==> src/rtl/dma_pkg.sv <==
package dma_pkg;
    typedef enum logic [1:0] {
        XS_IDLE   = 2'd0,
        XS_ACTIVE = 2'd1,
        XS_GAP    = 2'd2
    } xfer_state_e;

    localparam logic [2:0] RA_CTRL   = 3'd0;
    localparam logic [2:0] RA_DEV    = 3'd1;
    localparam logic [2:0] RA_ADDR   = 3'd2;
    localparam logic [2:0] RA_COUNT  = 3'd3;
    localparam logic [2:0] RA_STATUS = 3'd4;

    localparam int CB_GO    = 0;
    localparam int CB_DIR   = 1;
    localparam int CB_STEAL = 2;
    localparam int CB_IRQEN = 3;

    localparam int SB_BUSY = 0;
    localparam int SB_DONE = 1;
endpackage

==> src/rtl/dma_regs.sv <==
module dma_regs
    import dma_pkg::*;
#(
    parameter int DW  = 32,
    parameter int AW  = 16,
    parameter int CW  = 16,
    parameter int IDW = 8
) (
    input  logic           clk,
    input  logic           rst_n,
    input  logic           cfg_sel,
    input  logic           cfg_we,
    input  logic [2:0]     cfg_addr,
    input  logic [DW-1:0]  cfg_wdata,
    output logic [DW-1:0]  cfg_rdata,
    input  logic           busy,
    input  logic           fin,
    input  logic [AW-1:0]  cur_addr,
    input  logic [CW-1:0]  cur_count,
    output logic           start_go,
    output logic           ld_addr,
    output logic           ld_count,
    output logic           dir,
    output logic           steal,
    output logic           irq_en,
    output logic [IDW-1:0] dev_id,
    output logic           done
);
    typedef struct packed {
        logic           dir;
        logic           steal;
        logic           irq_en;
        logic [IDW-1:0] dev_id;
        logic           done;
    } regs_t;

    regs_t r_d, r_q;
    logic  wr_idle, rd_any;

    always_comb begin
        r_d      = r_q;
        wr_idle  = cfg_sel && cfg_we && !busy;
        rd_any   = cfg_sel && !cfg_we;
        start_go = wr_idle && (cfg_addr == RA_CTRL) && cfg_wdata[CB_GO];
        ld_addr  = wr_idle && (cfg_addr == RA_ADDR);
        ld_count = wr_idle && (cfg_addr == RA_COUNT);

        if (wr_idle && cfg_addr == RA_CTRL) begin
            r_d.dir    = cfg_wdata[CB_DIR];
            r_d.steal  = cfg_wdata[CB_STEAL];
            r_d.irq_en = cfg_wdata[CB_IRQEN];
        end
        if (wr_idle && cfg_addr == RA_DEV)
            r_d.dev_id = cfg_wdata[IDW-1:0];

        if (fin)
            r_d.done = 1'b1;
        else if (start_go || (rd_any && cfg_addr == RA_STATUS))
            r_d.done = 1'b0;

        cfg_rdata = '0;
        case (cfg_addr)
            RA_CTRL: begin
                cfg_rdata[CB_DIR]   = r_q.dir;
                cfg_rdata[CB_STEAL] = r_q.steal;
                cfg_rdata[CB_IRQEN] = r_q.irq_en;
            end
            RA_DEV:   cfg_rdata[IDW-1:0] = r_q.dev_id;
            RA_ADDR:  cfg_rdata[AW-1:0]  = cur_addr;
            RA_COUNT: cfg_rdata[CW-1:0]  = cur_count;
            RA_STATUS: begin
                cfg_rdata[SB_BUSY] = busy;
                cfg_rdata[SB_DONE] = r_q.done;
            end
            default: cfg_rdata = '0;
        endcase
    end

    always_ff @(posedge clk or negedge rst_n) begin
        if (!rst_n) r_q <= '0;
        else        r_q <= r_d;
    end

    assign dir    = r_q.dir;
    assign steal  = r_q.steal;
    assign irq_en = r_q.irq_en;
    assign dev_id = r_q.dev_id;
    assign done   = r_q.done;
endmodule

==> src/rtl/dma_xfer.sv <==
module dma_xfer
    import dma_pkg::*;
#(
    parameter int DW = 32,
    parameter int AW = 16,
    parameter int CW = 16
) (
    input  logic          clk,
    input  logic          rst_n,
    input  logic          start_go,
    input  logic          ld_addr,
    input  logic          ld_count,
    input  logic [DW-1:0] wdata,
    input  logic          steal,
    input  logic          bus_grant,
    output logic          bus_req,
    output logic          busy,
    output logic          fin,
    output logic          move,
    output logic [AW-1:0] cur_addr,
    output logic [CW-1:0] cur_count
);
    localparam logic [CW-1:0] ONE_WORD = CW'(1);

    typedef struct packed {
        xfer_state_e   st;
        logic [AW-1:0] addr;
        logic [CW-1:0] count;
    } xfer_t;

    xfer_t x_d, x_q;

    always_comb begin
        x_d  = x_q;
        fin  = 1'b0;
        move = 1'b0;
        case (x_q.st)
            XS_IDLE: begin
                if (ld_addr)  x_d.addr  = wdata[AW-1:0];
                if (ld_count) x_d.count = wdata[CW-1:0];
                if (start_go) begin
                    if (x_q.count == '0) fin = 1'b1;
                    else                 x_d.st = XS_ACTIVE;
                end
            end
            XS_ACTIVE: begin
                if (bus_grant) begin
                    move      = 1'b1;
                    x_d.addr  = x_q.addr + 1'b1;
                    x_d.count = x_q.count - 1'b1;
                    if (x_q.count == ONE_WORD) begin
                        fin    = 1'b1;
                        x_d.st = XS_IDLE;
                    end else if (steal) begin
                        x_d.st = XS_GAP;
                    end
                end
            end
            XS_GAP:  x_d.st = XS_ACTIVE;
            default: x_d.st = XS_IDLE;
        endcase
    end

    always_ff @(posedge clk or negedge rst_n) begin
        if (!rst_n) x_q <= '{st: XS_IDLE, addr: '0, count: '0};
        else        x_q <= x_d;
    end

    assign bus_req   = (x_q.st == XS_ACTIVE);
    assign busy      = (x_q.st != XS_IDLE);
    assign cur_addr  = x_q.addr;
    assign cur_count = x_q.count;
endmodule

==> src/rtl/dma_engine.sv <==
module dma_engine
    import dma_pkg::*;
#(
    parameter int DW  = 32,
    parameter int AW  = 16,
    parameter int CW  = 16,
    parameter int IDW = 8
) (
    input  logic           clk,
    input  logic           rst_n,
    input  logic           cfg_sel,
    input  logic           cfg_we,
    input  logic [2:0]     cfg_addr,
    input  logic [DW-1:0]  cfg_wdata,
    output logic [DW-1:0]  cfg_rdata,
    output logic           irq,
    output logic           bus_req,
    input  logic           bus_grant,
    output logic           mem_en,
    output logic           mem_we,
    output logic [AW-1:0]  mem_addr,
    output logic [DW-1:0]  mem_wdata,
    input  logic [DW-1:0]  mem_rdata,
    output logic [IDW-1:0] dev_id,
    output logic           dev_rd,
    output logic           dev_wr,
    output logic [DW-1:0]  dev_wdata,
    input  logic [DW-1:0]  dev_rdata
);
    logic          start_go, ld_addr, ld_count;
    logic          dir_w, steal_w, irq_en_w, done_w;
    logic          busy_w, fin_w, move_w;
    logic [AW-1:0] cur_addr;
    logic [CW-1:0] cur_count;

    dma_regs #(.DW(DW), .AW(AW), .CW(CW), .IDW(IDW)) u_regs (
        .clk       (clk),
        .rst_n     (rst_n),
        .cfg_sel   (cfg_sel),
        .cfg_we    (cfg_we),
        .cfg_addr  (cfg_addr),
        .cfg_wdata (cfg_wdata),
        .cfg_rdata (cfg_rdata),
        .busy      (busy_w),
        .fin       (fin_w),
        .cur_addr  (cur_addr),
        .cur_count (cur_count),
        .start_go  (start_go),
        .ld_addr   (ld_addr),
        .ld_count  (ld_count),
        .dir       (dir_w),
        .steal     (steal_w),
        .irq_en    (irq_en_w),
        .dev_id    (dev_id),
        .done      (done_w)
    );

    dma_xfer #(.DW(DW), .AW(AW), .CW(CW)) u_xfer (
        .clk       (clk),
        .rst_n     (rst_n),
        .start_go  (start_go),
        .ld_addr   (ld_addr),
        .ld_count  (ld_count),
        .wdata     (cfg_wdata),
        .steal     (steal_w),
        .bus_grant (bus_grant),
        .bus_req   (bus_req),
        .busy      (busy_w),
        .fin       (fin_w),
        .move      (move_w),
        .cur_addr  (cur_addr),
        .cur_count (cur_count)
    );

    assign irq       = done_w && irq_en_w;
    assign mem_en    = move_w;
    assign mem_we    = move_w && dir_w;
    assign mem_addr  = cur_addr;
    assign mem_wdata = dev_rdata;
    assign dev_rd    = move_w && dir_w;
    assign dev_wr    = move_w && !dir_w;
    assign dev_wdata = mem_rdata;
endmodule

==> config.mk <==
export PLATFORM = sky130hd
export DESIGN_NAME = dma_engine
export DESIGN_NICKNAME = d
export VERILOG_FILES = /design/src/rtl/dma_pkg.sv /design/src/rtl/dma_regs.sv /design/src/rtl/dma_xfer.sv /design/src/rtl/dma_engine.sv
export SDC_FILE = /design/constraint.sdc
export NUM_CORES = 1
export LEC_CHECK = 0
export BUFFER_PORTS_ARGS = -buffer_cell sky130_fd_sc_hd__buf_4
export CAP_MARGIN = 20
export CORE_MARGIN = 2
export CORE_UTILIZATION = 45
export CTS_CLUSTER_DIAMETER = 40
export CTS_CLUSTER_SIZE = 40
export DETAILED_ROUTE_END_ITERATION = 16
export PLACE_DENSITY_LB_ADDON = 0.25
export SLEW_MARGIN = 0
export SYNTH_ARGS = -nofsm -noshare
export SYNTH_HDL_FRONTEND = slang
export SYNTH_SLANG_ARGS = --single-unit
==> constraint.sdc <==
create_clock -name clk -period 2.3 [get_ports clk]
set_input_delay 0.46 -clock clk [delete_from_list [all_inputs] [get_ports clk]]
set_output_delay 0.46 -clock clk [all_outputs]
set_load 0.02 [all_outputs]
==> out/qor.txt, run 1 <==
Die Footprint - 0.00947 mm2
Final Wtd Congestion - 0.877
Commonest non-fill, non-tap cell in the layout - buf_4
Number of max-cap violations - 0
Most frequent cells in the layout - 78 x buf_4, 46 x dfrtp_1, 35 x nand2_1
Yosys warns - 0
Synth Area in Simple Gates - 19.3%
Main synth FF type - dfrtp_1
RSZ-0062 raised after global routing - no
Clock sink count - 46
Post-synthesis compound-gate area fraction - 20.8%
Initial antenna violation count - 0
Diodes inserted - 0
Worst setup SP type - flip-flop
Worst hold-check path type - in2async
Seq cells post-synth - 46
Area Growth Syn to Fin - 0.990%
Sequential area share after synthesis - 29.4%
Required @ worst endpoint - 1840 ps
Bufs and invs on worst path - 2
CTS tree - yes
Worst IR drop on VDD - 430 uV
Multiplexer share of the synthesized area - 7.18%
Core area - 0.00859 mm2
Leakage power total - 1.70 nW
Setup violators final - 0
Post-synthesis xor/xnor area fraction - 0%
Synth unique cells - 64
Adder-cell area share of the yosys netlist - 0.958%
CTS H-tree depth - 2
Mapped cell area - 0.00392 mm2
Final core utilization - 46.1%
Max frequency - 468 MHz
Largest family of logic cells by synthesized area - buffers and inverters
DRT Pass-1 Iters - 5
Drt total wl - 10.1 mm
Largest net degree at the start of global routing - 47
Wire length per cell - 18.7 um
Routed Antenna Nets - 0
Residual DRC - 0
CP Capture Type - output pin
CTS Root Cell - clkbuf_8
Starting DRC count in detailed routing - 199
Die span in y - 97.3 um
PD cells - 1250 mW/mm2
Post-CTS setup buffers - 0
DP HPWL - 7.33 mm
Latest clock arrival within the worst-skew pair - 300 ps
Final Cycle Share - 92.9%
TNS Setup - 0 ps
I/O pin cnt - 230
Vias per cell - 6.02
Die width - 97.3 um
Number of flops mapped to enable cells by yosys - 0
Share of layout cells above drive strength 1 - 27.4%
Slew margin rel. - 56.4%
CP peak stage delay - 520 ps
CP Cell Sequence - nand2b_1, inv_2, buf_4
Delay-heaviest family, CP - buffers and inverters
Vias in the first global route - 3005
Clock transition at path regs - 90 ps
CP max FO - 29
Final hold vios - 0
Remaining global-route overflow - 0
Synth Instances - 455
# port buffers - 69
Fin Clk Skew - 7.73 ps
Post-synth ARST share - 100%
Max clock buf depth - 2
GRT Resource Usage Total - 20.8%
Total CTS buffers - 5
Tmin final - 2140 ps
Status - finished, final reports clean
Starting Density - 45.6%
Nets - 541
CP max-delay cell - dfrtp_1
Rows - 34
Avg Synthesized Cell Area - 8.62 um2
Worst-margin pin slew - 652 ps
Max Slew Vio Count - 0
Total number of vias - 3271
Critical path class - reg2out
Critical path arrival - 1680 ps
First-pass GRT wire length - 16.0 mm
==> routing by layer <==
metal / part of all wire, % / vias up / GRT usage [%]
met5: 0 / - / 0
met4: 1.4 / 0 / 5.77
met3: 7.1 / 21 / 4.32
met2: 49 / 136 / 33.7
met1: 43 / 1609 / 28.4
li1: - / 1505 / -
==> power breakdown <==
group | leakage, nW | internal, W | switching, W
combinational | 1.11 | 0.00113 | 0.00147
sequential | 0.545 | 0.00117 | 0.000636
clock | 0.0482 | 0.000243 | 0.000287
total | 1.70 | 0.00254 | 0.00239
==> synth_stat cells (all sizes together), types with 4 or more instances <==
master	instances	area (um2)
nor4	8	80.1
a21oi	30	150
mux2	13	146
a22oi	9	67.6
nand3	12	65.1
nor3	7	45.0
inv	6	22.5
nand4	7	43.8
dfrtp	46	1150
nor2	28	105
a31oi	5	31.3
o22ai	11	68.8
a2bb2oi	5	43.8
nor2b	10	62.6
mux2i	9	90.1
and2	4	25.0
nand2	36	138
clkbuf	13	48.8
a41o	5	50.1
buf	109	802
o21ai	22	110
==> path summary, 6_finish.rpt <==
path | start | endpoint | slack (ps) | cells after the start
max | u_xfer.x_q[33]$_DFFE_PN0P_ | bus_req | 160 | 3
min | rst_n | u_regs.dev_id[7]$_DFFE_PN0P_ | 160 | 1
max reg2reg | u_xfer.cur_count[0]$_DFFE_PN0P_ | u_xfer.cur_count[10]$_DFFE_PN0P_ | 320 | 6
min reg2reg | u_regs.irq_en$_DFFE_PN0N_ | u_regs.irq_en$_DFFE_PN0N_ | 520 | 2
max in group asynchronous | rst_n | u_regs.dev_id[3]$_DFFE_PN0P_ | 1700 | 1
min in group clk | cfg_wdata[1] | u_regs.dir$_DFFE_PN0N_ | 380 | 3
==> stage by stage <==
step           std cells  hold WS [ps]  instance area, um2  setup WS (ps)  total power, W
2_1_floorplan        470           164                3980            205         0.00379
3_3_place_gp         535           480                3870            244         0.00434
3_5_place_dp         535           501                3870            238         0.00439
4_1_cts              543           189                3960           74.9         0.00493
5_1_grt              543           205                3960           73.5         0.00527
6_report             543           164                3960            162         0.00494
==> final cells by class <==
type	count	area (um2)
repair buffers	79	606
well taps	108	135
multi-input cells	296	1950
flip-flops and latches	46	1150
fillers	855	4630
clock inverters	1	5.00
clock buffers	7	86.3
inverters	6	22.5
==> cell families after synthesis <==
| group | after synthesis |
|---|---|
| flip-flops | 46 |
| AO/OA/AOI/OAI | 119 |
| AND/OR/NAND/NOR | 134 |
| multiplexers | 24 |
| adder cells (fa/ha/maj) | 3 |
| other | 1 |
| buffers and inverters | 128 |
==> flip-flops by register name (all words and copies together) (netlist names) <==
| signal | flops |
|---|---|
| u_regs.steal | 1 |
| u_xfer.x_q | 2 |
| u_regs.dev_id | 8 |
| u_regs.done | 1 |
| u_xfer.cur_count | 16 |
| u_regs.irq_en | 1 |
| u_xfer.cur_addr | 16 |
| u_regs.dir | 1 |
==> timing repair <==
action                     in CTS  in global routing
hold buffers                    0                  0
setup endpoints to repair       0                  3
gates resized for setup         0                  1
Power figures use the tool's default switching activity.
==> inputs of run 2 (changes only) <==
--- a/config.mk
+++ b/config.mk
@@ -16,4 +16,5 @@
 export SLEW_MARGIN = 0
 export SYNTH_ARGS = -nofsm -noshare
 export SYNTH_HDL_FRONTEND = slang
+export SYNTH_HIERARCHICAL = 1
 export SYNTH_SLANG_ARGS = --single-unit
==> run 2 against run 1 <==
Utilization increased by 0.85 points. Largest power group unchanged. Clock skew decreased by 0.83 ps. Clock power increased by 15%. Largest cell class unchanged.
==> out/qor.txt, run 2 <==
Post-synth ARST share - 100%
Critical path class - reg2reg
Most frequent cells after synthesis - 115 x buf_4, 46 x dfrtp_1, 43 x nor2_1
Final Cycle Share - 96.1%
Largest net degree at the start of global routing - 47
Commonest non-fill, non-tap cell in the layout - buf_4
Top-count cell post-synth - buf_4
Final hold vios - 0
Worst R2R End - u_xfer/cur_count[11]$_DFFE_PN0P_
Share of layout cells above drive strength 1 - 30.8%
Vias per cell - 5.81
Residual DRC - 0
DRT Pass-1 Iters - 4
Die width - 98.8 um
Die span in y - 98.8 um
CTS Root Cell - clkbuf_8
Final core utilization - 46.9%
Synth unique cells - 66
Area contributors post-synth - dfrtp_1 28%, buf_4 21%, nor2_1 4.0%
PD cells - 914 mW/mm2
Main synth FF type - dfrtp_1
Synth Instances - 468
Total number of vias - 3193
I/O pin cnt - 230
GRT Resource Usage Total - 20.2%
Diodes inserted - 0
Leakage power total - 1.85 nW
Final Worst Setup Slack - 88.9 ps
Sequential area share after synthesis - 28.5%
Worst IR drop on VDD - 333 uV
Core area - 0.00872 mm2
Final Wtd Congestion - 0.838
Starting DRC count in detailed routing - 211
Remaining global-route overflow - 0
Worst hold-check path type - in2async
Drt total wl - 10.0 mm
Total CTS buffers - 5
Number of placed instances, taps included - 542
Die Footprint - 0.00975 mm2
Top cell type's share of synthesized area - 28.5%
Rows - 34
Reg-to-Reg Start - u_xfer/x_q[33]$_DFFE_PN0P_
Slew margin rel. - 58.0%
CP Capture Type - flip-flop
Vias in the first global route - 2939
Setup violators final - 0
Most frequent cells in the layout - 90 x buf_4, 46 x dfrtp_1, 43 x nor2_1
First-pass GRT wire length - 15.8 mm
Number of max-cap violations - 0
Clock sink count - 46
Critical path arrival - 2440 ps
Seq cells post-synth - 46
Wire length per cell - 18.3 um
Avg Synthesized Cell Area - 8.63 um2
Number of flops mapped to enable cells by yosys - 0
Max Slew Vio Count - 0
CP max FO - 7
Routed Antenna Nets - 0
Nets - 548
Setup WS pre-CTS - 88.6 ps
Max frequency - 452 MHz
Latest clock arrival within the worst-skew pair - 300 ps
Fin Clk Skew - 6.90 ps
Starting Density - 46.3%
Mapped cell area - 0.00404 mm2
Status - finished, final reports clean
Initial antenna violation count - 0
CTS tree - yes
CTS H-tree depth - 2
CTS Hold Bufs - 0
Area Growth Syn to Fin - 1.27%
Fin cells - 550
Required @ worst endpoint - 2520 ps
RSZ-0062 raised after global routing - yes
Worst r2r path cells - 7
# port buffers - 69
Max clock buf depth - 2
Internal reg-to-reg setup slack - 90 ps
Total Power - 0.00374 W
Tmin final - 2210 ps
Worst-margin pin slew - 630 ps
Worst setup SP type - flip-flop
DP HPWL - 7.55 mm
Area leader, netlist - dfrtp_1
Yosys warns - 6
Clock transition at path regs - 90 ps
[run 2: layout make-up]
class	count	area (um2)
Clock buffer	6	72.6
Clock inverter	2	37.5
Fill cell	873	4630
Inverter	6	25.0
Multi-Input combinational cell	292	1990
Sequential cell	46	1150
Tap cell	108	135
Timing Repair Buffer	90	676
[run 2: per-layer routing]
layer,wire length [um],vias up,share of wire (%),GRT usage (%)
met3,727,20,7.2,3.90
met2,4660,114,46,31.3
li1,-,1493,-,-
met5,0,-,0,0
met1,4470,1566,45,28.4
met4,181,0,1.8,6.85
[run 2: worst max-delay path, cell delays in order (launching register included)]
cell,delay [ps]
dfrtp_1,380
or2_2,330
and4bb_4,330
and3_4,200
nand2b_1,110
a21oi_4,280
mux2_2,370
nor3_1,130
[run 2: logic make-up (layout without fill, tap and decap cells)]
kind of cell | after synthesis | in the layout | synth area share (%)
DFF | 46 | 46 | 28.5
and+or+nand+nor | 133 | 133 | 18.0
adders and majority gates | 3 | 3 | 0.929
other | 1 | 16 | 0.0928
AOI/OAI and AO/OA | 109 | 109 | 18.4
muxes | 31 | 31 | 9.60
buffers and inverters | 145 | 104 | 24.5
[run 2: where the power goes]
group	leakage (nW)	switching [W]	internal, W	total (W)
Clock	0.0514	0.000284	0.000325	0.000609
Combinational	1.23	0.000898	0.000778	0.00168
Sequential	0.573	0.000393	0.00106	0.00145
Total	1.85	0.00158	0.00216	0.00374
[run 2: what timing repair did]
action,CTS,global route
setup endpoints to repair,0,7
resized for setup,0,5
buffers inserted,0,0
[run 2: how the worst max path moves through the flow]
stage                                          start  slack [ps]  depth (start not counted)                          endpoint
after floorplan           u_xfer/x_q[33]$_DFFE_PN0P_           1                         10    u_xfer/cur_addr[0]$_DFFE_PN0P_
after global placement    u_xfer/x_q[33]$_DFFE_PN0P_         110                          8   u_xfer/cur_addr[14]$_DFFE_PN0P_
after detailed placement  u_xfer/x_q[33]$_DFFE_PN0P_          90                          9    u_xfer/cur_addr[0]$_DFFE_PN0P_
after CTS                 u_xfer/x_q[33]$_DFFE_PN0P_          70                          4                           bus_req
after global routing      u_xfer/x_q[33]$_DFFE_PN0P_         -10                          9   u_xfer/cur_addr[14]$_DFFE_PN0P_
final                     u_xfer/x_q[33]$_DFFE_PN0P_          90                          7  u_xfer/cur_count[11]$_DFFE_PN0P_
[run 2: stage by stage]
step                instance area (um2)  hold WS, ps  TNS (ps)
finish                             4090          166         0
global route                       4090          199     -20.1
CTS                                4070          182         0
detailed placement                 3960          518         0
global placement                   3960          512         0
floorplan                          4130          164         0
==> inputs of run 3 (changes only) <==
--- a/config.mk
+++ b/config.mk
@@ -5,10 +5,11 @@
 export SDC_FILE = /design/constraint.sdc
 export NUM_CORES = 1
 export LEC_CHECK = 0
+export ABC_AREA = 1
 export BUFFER_PORTS_ARGS = -buffer_cell sky130_fd_sc_hd__buf_4
 export CAP_MARGIN = 20
 export CORE_MARGIN = 2
-export CORE_UTILIZATION = 45
+export CORE_UTILIZATION = 46
 export CTS_CLUSTER_DIAMETER = 40
 export CTS_CLUSTER_SIZE = 40
 export DETAILED_ROUTE_END_ITERATION = 16
==> run 3 against run 2 <==
Setup slack gained 280 ps. Flip-flop and latch count is the same. Register-to-register slack gained 280 ps. Sequential power grew 18%. Cell area shrank 1.2%. Fmax grew 15%.
==> out/qor.txt, run 3 <==
Status - finished, final reports clean
Die width - 98.9 um
Most frequent cells after synthesis - 205 x nand2_1, 116 x buf_4, 61 x nor2_1
Starting DRC count in detailed routing - 195
Core area - 0.00872 mm2
# port buffers - 69
Final Worst Setup Slack - 370 ps
Max clock buf depth - 2
Synth unique cells - 34
DP HPWL - 7.77 mm
CTS H-tree depth - 2
Total CTS buffers - 5
Worst path most repeated cell - inv_1
Worst hold-check path type - in2async
GRT Resource Usage Total - 21.0%
CTS tree - yes
Critical path class - reg2reg
PD cells - 1290 mW/mm2
CP peak stage delay - 420 ps
Top cell type's share of synthesized area - 27.8%
Main synth FF type - dfrtp_1
Synth Instances - 627
Vias per cell - 5.07
Worst setup SP type - flip-flop
I/O pin cnt - 230
Seq cells post-synth - 46
Wire length per cell - 14.3 um
Die Footprint - 0.00978 mm2
Multi-input gate area - 0.00187 mm2
Clock sink count - 46
Tmin final - 1930 ps
Delay-heaviest family, CP - simple AND/OR/NAND/NOR gates
Area contributors post-synth - dfrtp_1 28%, buf_4 21%, nand2_1 19%
Vias in the first global route - 3360
Avg Synthesized Cell Area - 6.60 um2
Required @ worst endpoint - 2480 ps
Placed Area - 0.00393 mm2
Final Wtd Congestion - 0.914
First-pass GRT wire length - 16.8 mm
Total number of vias - 3586
Commonest non-fill, non-tap cell in the layout - nand2_1
Fin Clk Skew - 5.03 ps
Initial antenna violation count - 0
Starting Density - 47.5%
Remaining global-route overflow - 0
Register Area - 0.00115 mm2
CP Cell Sequence - nor2_1, inv_1, nor2_2, inv_1, nor4_1, nand2_1, nand2_4, inv_1, a21oi_1, o21ai_0
Resized cells post-CTS - 0
Post-synth ARST share - 100%
Drt total wl - 10.1 mm
Max Slew Vio Count - 0
Residual DRC - 0
Slew margin rel. - 59.5%
Number of max-cap violations - 0
Sequential area share after synthesis - 27.8%
RSZ-0062 raised after global routing - no
Worst-margin pin slew - 608 ps
Share of layout cells above drive strength 1 - 18.7%
Clock transition at path regs - 90 ps
Bufs and invs on worst path - 3
TNS Setup - 0 ps
Latest clock arrival within the worst-skew pair - 290 ps
DRT Pass-1 Iters - 5
Critical path arrival - 2110 ps
Setup WS pre-CTS - 411 ps
Mapped cell area - 0.00414 mm2
Leakage power total - 2.13 nW
Area leader, netlist - dfrtp_1
Die span in y - 98.9 um
Hold WS - 174 ps
Number of flops mapped to enable cells by yosys - 0
Setup violators final - 0
Largest net degree at the start of global routing - 47
Nets - 705
Final Cycle Share - 83.9%
Post-CTS setup buffers - 0
Diodes inserted - 0
Max frequency - 518 MHz
Rows - 34
CP max-delay cell - dfrtp_1
Total Power - 0.00520 W
Layout Cell Area excl Fill - 0.00404 mm2
Routed Antenna Nets - 0
CTS Root Cell - clkbuf_8
Area Growth Syn to Fin - -2.36%
CTS Hold Bufs - 0
Most frequent cells in the layout - 205 x nand2_1, 76 x buf_4, 61 x nor2_1
CP Capture Type - flip-flop
Yosys warns - 6
CP max FO - 21
Fill count - 921
Top-count cell post-synth - nand2_1
Worst IR drop on VDD - 445 uV
Final hold vios - 0
==> run 3: layer usage <==
layer	up-vias	global-route usage [%]	routed length (um)
met5	-	0	0
met2	135	33.8	4750
li1	1776	-	-
met3	44	3.19	592
met4	0	7.90	255
met1	1631	28.5	4550
==> run 3: kinds of logic after synthesis <==
logic type,share of synthesized area (%)
AOI/OAI and AO/OA,8.70
adders and majority gates,0.907
buffers and inverters,28.4
DFF,27.8
other,0.0906
and+or+nand+nor,34.1
==> run 3: layout make-up <==
class                   instances  share of cell area [%]
clock inverters                 2                   0.929
flip-flops and latches         46                    28.5
inverters                      55                    5.14
clock buffers                   6                    1.80
well taps                     108                    3.34
multi-input cells             414                    46.2
repair buffers                 76                    14.1
==> run 3: worst reg2reg max path: stages (launching register included) <==
cell and delay [ps]:
dfrtp_1 420, nor2_1 150, inv_1 100, nor2_2 140
inv_1 60, nor4_1 160, nand2_1 120, nand2_4 220
inv_1 170, a21oi_1 160, o21ai_0 100
==> run 3: worst paths after layout <==
path                                         startpoint                               to  slack, ps  depth (start not counted)
min in group clk                           cfg_wdata[5]     u_regs/dev_id[5]$_DFFE_PN0P_        400                          3
max                          u_xfer/x_q[33]$_DFFE_PN0P_  u_xfer/cur_addr[11]$_DFFE_PN0P_        370                         10
max reg2reg                  u_xfer/x_q[33]$_DFFE_PN0P_  u_xfer/cur_addr[11]$_DFFE_PN0P_        370                         10
min reg2reg                u_regs/dev_id[6]$_DFFE_PN0P_     u_regs/dev_id[6]$_DFFE_PN0P_        510                          2
min                                               rst_n          u_regs/done$_DFFE_PN0P_        170                          1
max in group asynchronous                         rst_n   u_xfer/cur_addr[2]$_DFFE_PN0P_       1720                          1
==> run 3: report_power, final <==
group	leakage (nW)	switching, W	internal [W]
logic	1.52	0.00185	0.00104
registers	0.565	0.000524	0.00119
clock network	0.0514	0.000278	0.000324
==> run 3: through the flow <==
step | instances | utilization (%)
2_1_floorplan | 642 | -
3_3_place_gp | 699 | 45.1
3_5_place_dp | 699 | 45.1
4_1_cts | 707 | 46.4
5_1_grt | 707 | 46.4
6_report | 707 | 46.4
